==> config.mk <==
export PLATFORM = sky130hd
export DESIGN_NAME = card_data_fifo
export DESIGN_NICKNAME = d
export VERILOG_FILES = /design/src/rtl/card_fifo_pkg.sv /design/src/rtl/cfifo_store.sv /design/src/rtl/cfifo_flags.sv /design/src/rtl/cfifo_evt.sv /design/src/rtl/card_data_fifo.sv
export SDC_FILE = /design/constraint.sdc
export NUM_CORES = 2
export LEC_CHECK = 0
export CORE_ASPECT_RATIO = 1.25
export CORE_UTILIZATION = 25
export CTS_BUF_LIST = sky130_fd_sc_hd__clkbuf_16
export DETAILED_ROUTE_END_ITERATION = 12
export PLACE_DENSITY = 0.37
export SKIP_LAST_GASP = 1
export SLEW_MARGIN = 10
export SYNTH_ARGS = -nofsm -noshare
export SYNTH_HDL_FRONTEND = slang
export SYNTH_HIERARCHICAL = 1
export SYNTH_SLANG_ARGS = --single-unit
==> constraint.sdc <==
create_clock -name clk_i -period 11.5 [get_ports clk_i]
set_clock_uncertainty 0.15 [all_clocks]
set_input_delay 2.3 -clock clk_i [delete_from_list [all_inputs] [get_ports clk_i]]
set_output_delay 2.3 -clock clk_i [all_outputs]
set_load 0.01 [all_outputs]
==> src/rtl/card_fifo_pkg.sv <==
`timescale 1ns/1ps
package card_fifo_pkg;
  // access-width code 00..11 -> max_b..max_b-3 bytes, never below one
  function automatic int acc_bytes(input logic [1:0] code, input int max_b);
    int n;
    n = max_b - int'(code);
    return (n < 1) ? 1 : n;
  endfunction
endpackage

==> src/rtl/cfifo_store.sv <==
`timescale 1ns/1ps
module cfifo_store #(
  parameter int DEPTH = 64,
  parameter int LANES = 4,
  localparam int AW = $clog2(DEPTH),
  localparam int NW = $clog2(LANES) + 1
) (
  input  logic               clk_i,
  input  logic               rst_ni,
  input  logic [AW-1:0]      waddr_i,
  input  logic [NW-1:0]      wr_n_i,
  input  logic [LANES*8-1:0] wdata_i,
  input  logic [AW-1:0]      raddr_i,
  output logic [LANES*8-1:0] peek_o
);
  logic [7:0] mem [DEPTH];

  always_ff @(posedge clk_i or negedge rst_ni) begin
    if (!rst_ni) begin
      for (int i = 0; i < DEPTH; i++) mem[i] <= '0;
    end else begin
      for (int k = 0; k < LANES; k++) begin
        if (NW'(k) < wr_n_i) mem[waddr_i + AW'(k)] <= wdata_i[k*8 +: 8];
      end
    end
  end

  for (genvar k = 0; k < LANES; k++) begin : g_peek
    logic [AW-1:0] a;
    assign a = raddr_i + AW'(k);
    assign peek_o[k*8 +: 8] = mem[a];
  end
endmodule

==> src/rtl/cfifo_flags.sv <==
`timescale 1ns/1ps
module cfifo_flags
  import card_fifo_pkg::*;
#(
  parameter int DEPTH      = 64,
  parameter int HOST_BYTES = 4,
  parameter int WORD_BYTES = 2,
  localparam int CW = $clog2(DEPTH) + 1,
  localparam int NW = $clog2(HOST_BYTES) + 1
) (
  input  logic [CW-1:0] count_i,
  input  logic [1:0]    code_i,
  output logic          full_o,
  output logic          empty_o,
  output logic [NW-1:0] nbytes_o,
  output logic          room_word_o,
  output logic          have_word_o
);
  logic [CW-1:0] free_b;
  logic [CW-1:0] need;

  assign free_b      = CW'(DEPTH) - count_i;
  assign need        = CW'(acc_bytes(code_i, HOST_BYTES));
  assign nbytes_o    = NW'(need);
  assign full_o      = free_b < need;
  assign empty_o     = count_i < need;
  assign room_word_o = free_b >= CW'(WORD_BYTES);
  assign have_word_o = count_i >= CW'(WORD_BYTES);
endmodule

==> src/rtl/cfifo_evt.sv <==
`timescale 1ns/1ps
module cfifo_evt #(
  parameter int LO_BYTES = 32,
  parameter int HI_BYTES = 64,
  parameter int STEP     = 2,
  localparam int CNTW = $clog2(HI_BYTES + STEP + 1)
) (
  input  logic clk_i,
  input  logic rst_ni,
  input  logic clear_i,
  input  logic restart_i,
  input  logic move_i,
  input  logic thr_hi_i,
  output logic evt_o
);
  logic [CNTW-1:0] cnt_q, base, nxt, lim;

  assign base = restart_i ? '0 : cnt_q;
  assign nxt  = base + CNTW'(STEP);
  assign lim  = thr_hi_i ? CNTW'(HI_BYTES) : CNTW'(LO_BYTES);

  always_ff @(posedge clk_i or negedge rst_ni) begin
    if (!rst_ni) begin
      cnt_q <= '0;
      evt_o <= 1'b0;
    end else if (clear_i) begin
      cnt_q <= '0;
      evt_o <= 1'b0;
    end else begin
      evt_o <= 1'b0;
      if (move_i) begin
        if (nxt >= lim) begin
          evt_o <= 1'b1;
          cnt_q <= '0;
        end else begin
          cnt_q <= nxt;
        end
      end else begin
        cnt_q <= base;
      end
    end
  end
endmodule

==> src/rtl/card_data_fifo.sv <==
`timescale 1ns/1ps
module card_data_fifo #(
  parameter int DEPTH        = 64,
  parameter int HOST_BYTES   = 4,
  parameter int WORD_BYTES   = 2,
  parameter int THR_LO_BYTES = 32,
  parameter int THR_HI_BYTES = 64
) (
  input  logic                    clk_i,
  input  logic                    rst_ni,
  input  logic                    fifo_rst_i,
  input  logic                    dir_tx_i,
  input  logic [1:0]              acc_w_i,
  input  logic                    thr_512_i,
  input  logic                    host_wr_i,
  input  logic [HOST_BYTES*8-1:0] host_wdata_i,
  input  logic                    host_rd_i,
  output logic [HOST_BYTES*8-1:0] host_rdata_o,
  output logic                    full_o,
  output logic                    empty_o,
  output logic                    err_o,
  input  logic                    tx_ready_i,
  output logic                    tx_load_o,
  output logic [WORD_BYTES*8-1:0] tx_word_o,
  input  logic                    rx_ready_i,
  input  logic [WORD_BYTES*8-1:0] rx_word_i,
  output logic                    rx_take_o,
  output logic                    evt_o
);
  localparam int AW = $clog2(DEPTH);
  localparam int PW = AW + 1;
  localparam int NW = $clog2(HOST_BYTES) + 1;
  localparam int HW = HOST_BYTES * 8;
  localparam int WW = WORD_BYTES * 8;

  logic [PW-1:0] wptr_q, rptr_q, count;
  logic [NW-1:0] nbytes, push_n, pop_n;
  logic [HW-1:0] push_data, peek;
  logic          room_word, have_word, dir_q;
  logic          wr_req, rd_req, wr_ok, rd_ok, bad_acc;

  assign count = wptr_q - rptr_q;

  cfifo_flags #(.DEPTH(DEPTH), .HOST_BYTES(HOST_BYTES), .WORD_BYTES(WORD_BYTES)) u_flags (
    .count_i(count), .code_i(acc_w_i), .full_o(full_o), .empty_o(empty_o),
    .nbytes_o(nbytes), .room_word_o(room_word), .have_word_o(have_word)
  );

  // producer/consumer roles by direction
  assign wr_req    = dir_tx_i & host_wr_i & ~fifo_rst_i;
  assign rd_req    = ~dir_tx_i & host_rd_i & ~fifo_rst_i;
  assign wr_ok     = wr_req & ~full_o;
  assign rd_ok     = rd_req & ~empty_o;
  assign bad_acc   = (wr_req & full_o) | (rd_req & empty_o);
  assign tx_load_o = dir_tx_i & tx_ready_i & have_word & ~fifo_rst_i;
  assign rx_take_o = ~dir_tx_i & rx_ready_i & room_word & ~fifo_rst_i;

  always_comb begin
    push_n    = '0;
    push_data = host_wdata_i;
    if (wr_ok) begin
      push_n = nbytes;
    end else if (rx_take_o) begin
      push_n    = NW'(WORD_BYTES);
      push_data = HW'(rx_word_i);
    end
  end

  assign pop_n = rd_ok ? nbytes : (tx_load_o ? NW'(WORD_BYTES) : '0);

  always_ff @(posedge clk_i or negedge rst_ni) begin
    if (!rst_ni) begin
      wptr_q <= '0;
      rptr_q <= '0;
      err_o  <= 1'b0;
      dir_q  <= 1'b0;
    end else begin
      dir_q <= dir_tx_i;
      if (fifo_rst_i) begin
        wptr_q <= '0;
        rptr_q <= '0;
        err_o  <= 1'b0;
      end else begin
        wptr_q <= wptr_q + PW'(push_n);
        rptr_q <= rptr_q + PW'(pop_n);
        if (bad_acc) err_o <= 1'b1;
      end
    end
  end

  cfifo_store #(.DEPTH(DEPTH), .LANES(HOST_BYTES)) u_store (
    .clk_i(clk_i), .rst_ni(rst_ni),
    .waddr_i(wptr_q[AW-1:0]), .wr_n_i(push_n), .wdata_i(push_data),
    .raddr_i(rptr_q[AW-1:0]), .peek_o(peek)
  );

  for (genvar k = 0; k < HOST_BYTES; k++) begin : g_rlane
    assign host_rdata_o[k*8 +: 8] = (NW'(k) < nbytes) ? peek[k*8 +: 8] : 8'h00;
  end

  assign tx_word_o = peek[WW-1:0];

  cfifo_evt #(.LO_BYTES(THR_LO_BYTES), .HI_BYTES(THR_HI_BYTES), .STEP(WORD_BYTES)) u_evt (
    .clk_i(clk_i), .rst_ni(rst_ni), .clear_i(fifo_rst_i),
    .restart_i(dir_tx_i != dir_q), .move_i(tx_load_o | rx_take_o),
    .thr_hi_i(thr_512_i), .evt_o(evt_o)
  );
endmodule

Word-level counts from Yosys, hierarchy flattened
Index checks and enable logic that the tools add are counted.

word-level totals
  register bits = 536

cells by class
  muxes and demuxes = 51
  add/sub/neg operators = 12
  bitwise logic cells = 28
  reduce and logical (&&, ||, !) cells = 5
  $lt $le $gt $ge = 26
  eq/ne operators = 1

operators by type and width
  kind                 number
  $bwmux 512           4
  $mux 512             4
  $bmux 8 s6           4
  $demux 8 s6          4
  $mux 8               16
  $mux 32              2
  $ge 7x7->1 const B   8
  $mux 7               8
  $not 6->7            8
  $lt 7x1->1 const B   4
  $add 6x2->6 const B  4
  $add 7x3->7          2
  $and 1x1->1          14
  $ge 7x2->1 const B   2
  $lt 7x7->1           2
  $add 6x1->6 const B  2
  $lt 1x3->1 const A   4
  $lt 2x3->1 const A   4
  $add 7x2->7 const B  1
  $ge 7x7->1           1
  $sub 7x7->7          1
  $sub 7x7->7 const A  1
  $mux 3               2
  $mux 1               5
  other kinds (8)      16

Depth between registers and ports, before layout
  depth in word-level cells = 15
  depth in mapped cells = 24

By module
The synthesis kept the hierarchy.

by module, submodules not included
  module          times used  cells each  seq. area each (µm²)  area an instance (µm²)
  cfifo_store     1           5582        12812.3               53396.2
  card_data_fifo  1           201         400.4                 1744.2
  cfifo_evt       1           51          200.2                 493.0
  cfifo_flags     1           37          0.0                   297.8

Worst setup path before layout
No wires, ideal clock.

  path type = register to output
  start = reg rptr_q[1]
  end = out host_rdata_o[12]
  required time = 9.050 ns
  data arrival time = 4.282 ns
  cell stages (with the launch flop) = 18
  path buffers = 10
  path slack = 4.768 ns
  cells stage by stage = dfrtp_1 > buf_4 > buf_2 > buf_2 > buf_2 > inv_1 > clkbuf_1 > ha_1 > buf_4 > buf_4 > buf_2 > buf_4 > clkbuf_1 > mux4_2 > nand2_1 > nand3_1 > a31oi_1 > nor2b_1

between the ends
  word-level cells in the longest chain between the ends = 6

RTL lines
  element                                    RTL line              RTL
  start, declared                            card_data_fifo.sv:36  logic [PW-1:0] wptr_q, rptr_q, count;
  start signal, assigned                     card_data_fifo.sv:85  rptr_q <= rptr_q + PW'(pop_n);
  $add 6x1->6                                cfifo_store.sv:30     assign a = raddr_i + AW'(k);
  $not 6->7 (implied by the code)            cfifo_store.sv:31     assign peek_o[k*8 +: 8] = mem[a];
  $bmux 8 s6                                 cfifo_store.sv:31
  $mux 8 (implied by the code) (2 in a row)  cfifo_store.sv:31
  via tx_word_o[12]                          card_data_fifo.sv:24  output logic [WORD_BYTES*8-1:0] tx_word_o,
  $mux 8                                     card_data_fifo.sv:98  assign host_rdata_o[k*8 +: 8] = (NW'(k) < nbytes) ? peek[k*8 +: 8] : 8'h00;
  end, declared                              card_data_fifo.sv:18  output logic [HOST_BYTES*8-1:0] host_rdata_o,

The timed path passes the listed nets, and every way through them passes these cells. The select of a mux whose other input is x is not followed.

Final worst setup path
  start = reg rptr_q[2]
  end = out host_rdata_o[11]

between the ends
  word-level cells in the longest chain between the ends = 6

RTL lines
  element                                    RTL line
  $add 6x1->6                                cfifo_store.sv:30
  $not 6->7 (implied by the code)            cfifo_store.sv:31
  $bmux 8 s6                                 cfifo_store.sv:31
  $mux 8 (implied by the code) (2 in a row)  cfifo_store.sv:31
  $mux 8                                     card_data_fifo.sv:98

No other way between the ends. The select of a mux whose other input is x is not followed.

==> flow_metrics.tcl <==
set metrics [dict create \
    hp-start "u_evt/cnt_q[0]$_DFF_PN0_" \
    nFillCells 23200 \
    fin_hold_ws_ns 0.357 \
    crit_arrival_ns 6.49 \
    mostFrequentLayoutCells "nand2_1, mux2i_1, dfrtp_1, mux4_2, nor2_1" \
    h-tree-depth 3 \
    vias_per_cell 6.69 \
    synthToLayoutAreaGrowth_pct 11.2 \
    maxSlewViolCount 0 \
    yosys.cell_types.count 100 \
    overflow 0 \
    holdBufCountCts 0 \
    route.met2.wl_um 164000 \
    p_leak_nw 21.3 \
    synth.area.top_cells "dfrtp_1, mux4_2, mux2i_1" \
    async_flop_share_pct 100 \
    cts_sinks 536 \
    r2r_slack_ns 3.43 \
    synth.top_cell.area_share_pct 24.0 \
    synthCells 5871 \
    register_area_sq_um 13400 \
    dp_hpwl_um 250000 \
    synth-edff-count 0 \
    hold_class "reg2reg" \
    fp.dieW_um 425 \
    min_period_ns 8.94 \
    r2r_end "u_store/mem[251]$_DFF_PN0_" \
    clock.fmax_ghz 0.112 \
    ys_warn_count 6 \
    drv_cap 0 \
    syn_area_per_cell_sq_um 9.53 \
    r2r_cells 18 \
    syn-cell-area_sq_um 55900 \
    wirelength_um 379000 \
    yosys.area.top_type "dfrtp_1" \
    num_vias 57500 \
    grt_max_degree 142 \
    max-slew-margin-rel_pct 6.19 \
    syn_nets 5962 \
    cts_tree "built" \
    setup_violations 0 \
    grt_pass1_wl_um 508000 \
    holdPathEnd "u_evt/cnt_q[0]$_DFF_PN0_" \
    multi_input_area_sq_um 40100 \
    grt_pass1_vias 53900 \
    io_buffers 112 \
    status "finished clean" \
    ys.flop_type "dfrtp_1" \
    routed-wl-met3_um 38900 \
    timing.final.crit_share_pct 77.7 \
    drive_gt1_share_pct 20.6 \
    die_h_um 531 \
    worstSetupPathType "reg2out" \
    wl_met1_um 138000 \
    ioPinCount 113 \
    dp_worst_setup_slack_ns 2.55 \
    cts_root_buf "clkbuf_16" \
    rsz0062_at_grt "false" \
    routabilityCongestion 1.02 \
    die-area_sq_um 226000 \
    critPathLaunchType "flop" \
    drc 0 \
    drt.antenna.violating_nets 0 \
    post-cts-setup-buffers 0 \
    p_per_area_nw_per_um2 124 \
    required_ns 9.05 \
    final-hold-violation-count 0 \
    end_kind "output pin" \
    hold_path_depth 2 \
    worstReg2RegStart "rptr_q[2]$_DFF_PN0_" \
    synth-seq-area-share_pct 24.0 \
    wl_per_cell_um 44.2 \
    dp_cells 8446 \
    setup_ws_ns 2.56 \
    topRoutingLayerUsed "met5" \
    drtPass1Iterations 9 \
    clk_latency_ns 0.74 \
    tightestPinTransition_ns 1.40 \
    critPathMaxFanout 20 \
    clk_pin_slew_ns 0.06 \
    nets 5687 \
    fin_tns_setup_ns 0 \
    peakVddDrop_uv 95.6 \
    cts_buffers 72 \
    grt_use_total_pct 32.8 \
    start_util_pct 25.2 \
    final_common_cell "nand2_1" \
    initialDrtViolationCount 8160 \
    rows 193 \
    core_area_sq_um 222000 \
    antenna_found_initial 30 \
    ctsResizeCount 0 \
    synth_seq_cells 536 \
    p_total_mw 7.69 \
    instances_no_fill 8591 \
    clock_path_buffers 3 \
]
==> how the worst max path moves through the flow <==
stage | end | start
2_1_floorplan | host_rdata_o[12] | rptr_q[1]$_DFF_PN0_
4_1_cts | host_rdata_o[29] | rptr_q[2]$_DFF_PN0_
5_1_grt | host_rdata_o[11] | rptr_q[0]$_DFF_PN0_
3_5_place_dp | u_store/mem[248]$_DFF_PN0_ | acc_w_i[0]
6_report | host_rdata_o[11] | rptr_q[2]$_DFF_PN0_
3_3_place_gp | u_store/mem[84]$_DFF_PN0_ | acc_w_i[0]
==> cells by family (layout without fill, tap and decap cells) <==
| family | Yosys count | in the layout | synth area share (%) |
|---|---|---|---|
| muxes | 1332 | 1332 | 35.9 |
| adders and majority gates | 32 | 32 | 0.756 |
| buffers and inverters | 681 | 460 | 5.42 |
| other | 0 | 16 | 0 |
| and+or+nand+nor | 1680 | 1680 | 14.2 |
| xor gates and xnor gates | 49 | 49 | 0.808 |
| DFF | 536 | 536 | 24.0 |
| AOI/OAI and AO/OA | 1561 | 1561 | 18.9 |
==> sequential cells by signal, summed over array words and instances, names as in the netlist <==
register     cells
u_evt/cnt_q      7
u_evt/evt_o      1
wptr_q           7
rptr_q           7
err_o            1
u_store/mem    512
dir_q            1
==> routing by layer <==
| metal | track usage [%] | vias to the layer above |
|---|---|---|
| met4 | 27.5 | 24 |
| met5 | 0 | - |
| met3 | 8.73 | 1275 |
| met1 | 39.0 | 29600 |
| li1 | - | 22100 |
| met2 | 49.2 | 4408 |
==> cell usage after synthesis, types with 55 or more instances <==
| cell type | count |
|---|---|
| o21ai_1 | 63 |
| clkbuf_1 | 386 |
| buf_2 | 141 |
| o21ai_0 | 297 |
| mux2_2 | 147 |
| nand3_1 | 78 |
| mux4_2 | 522 |
| a31oi_1 | 340 |
| a21oi_1 | 87 |
| o211ai_1 | 344 |
| buf_1 | 62 |
| a211o_1 | 55 |
| o21a_1 | 81 |
| nor3_1 | 59 |
| dfrtp_1 | 536 |
| nand2_1 | 724 |
| mux2i_1 | 658 |
| nor2b_1 | 59 |
| nor2_1 | 510 |
| a32oi_1 | 78 |
==> report_power, final <==
group / internal [mW] / leakage (nW) / total (mW) / switching, mW
Clock: 1.17 / 1.13 / 2.29 / 1.12
Sequential: 2.01 / 7.35 / 2.32 / 0.309
Combinational: 1.10 / 12.8 / 3.08 / 1.99
==> worst max-delay path, cell delays in order (launching register included) <==
cell and delay [ns]:
dfrtp_4 0.82, ha_1 0.71, nand2_1 0.40, xnor2_4 0.33
buf_4 0.41, a211oi_1 0.84, a21oi_1 0.38, a31oi_1 1.01
nor2b_1 0.23, clkdlybuf4s50_1 0.55
==> layout make-up <==
| class | count | area share (%) |
|---|---|---|
| diodes | 16 | 0.0644 |
| clock buffers | 72 | 2.90 |
| clock inverters | 56 | 0.567 |
| inverters | 29 | 0.175 |
| multi-input cells | 4654 | 64.5 |
| flip-flops and latches | 536 | 21.6 |
| well taps | 2925 | 5.88 |
| repair buffers | 303 | 4.32 |
==> metrics by stage <==
stage,util [%],cell area (sq um)
floorplan,-,55900
global placement,27.0,59900
detailed placement,27.0,60000
CTS,28.0,62100
global route,28.0,62200
finish,28.1,62200
Note: power is estimated with default switching activity, not from simulation.
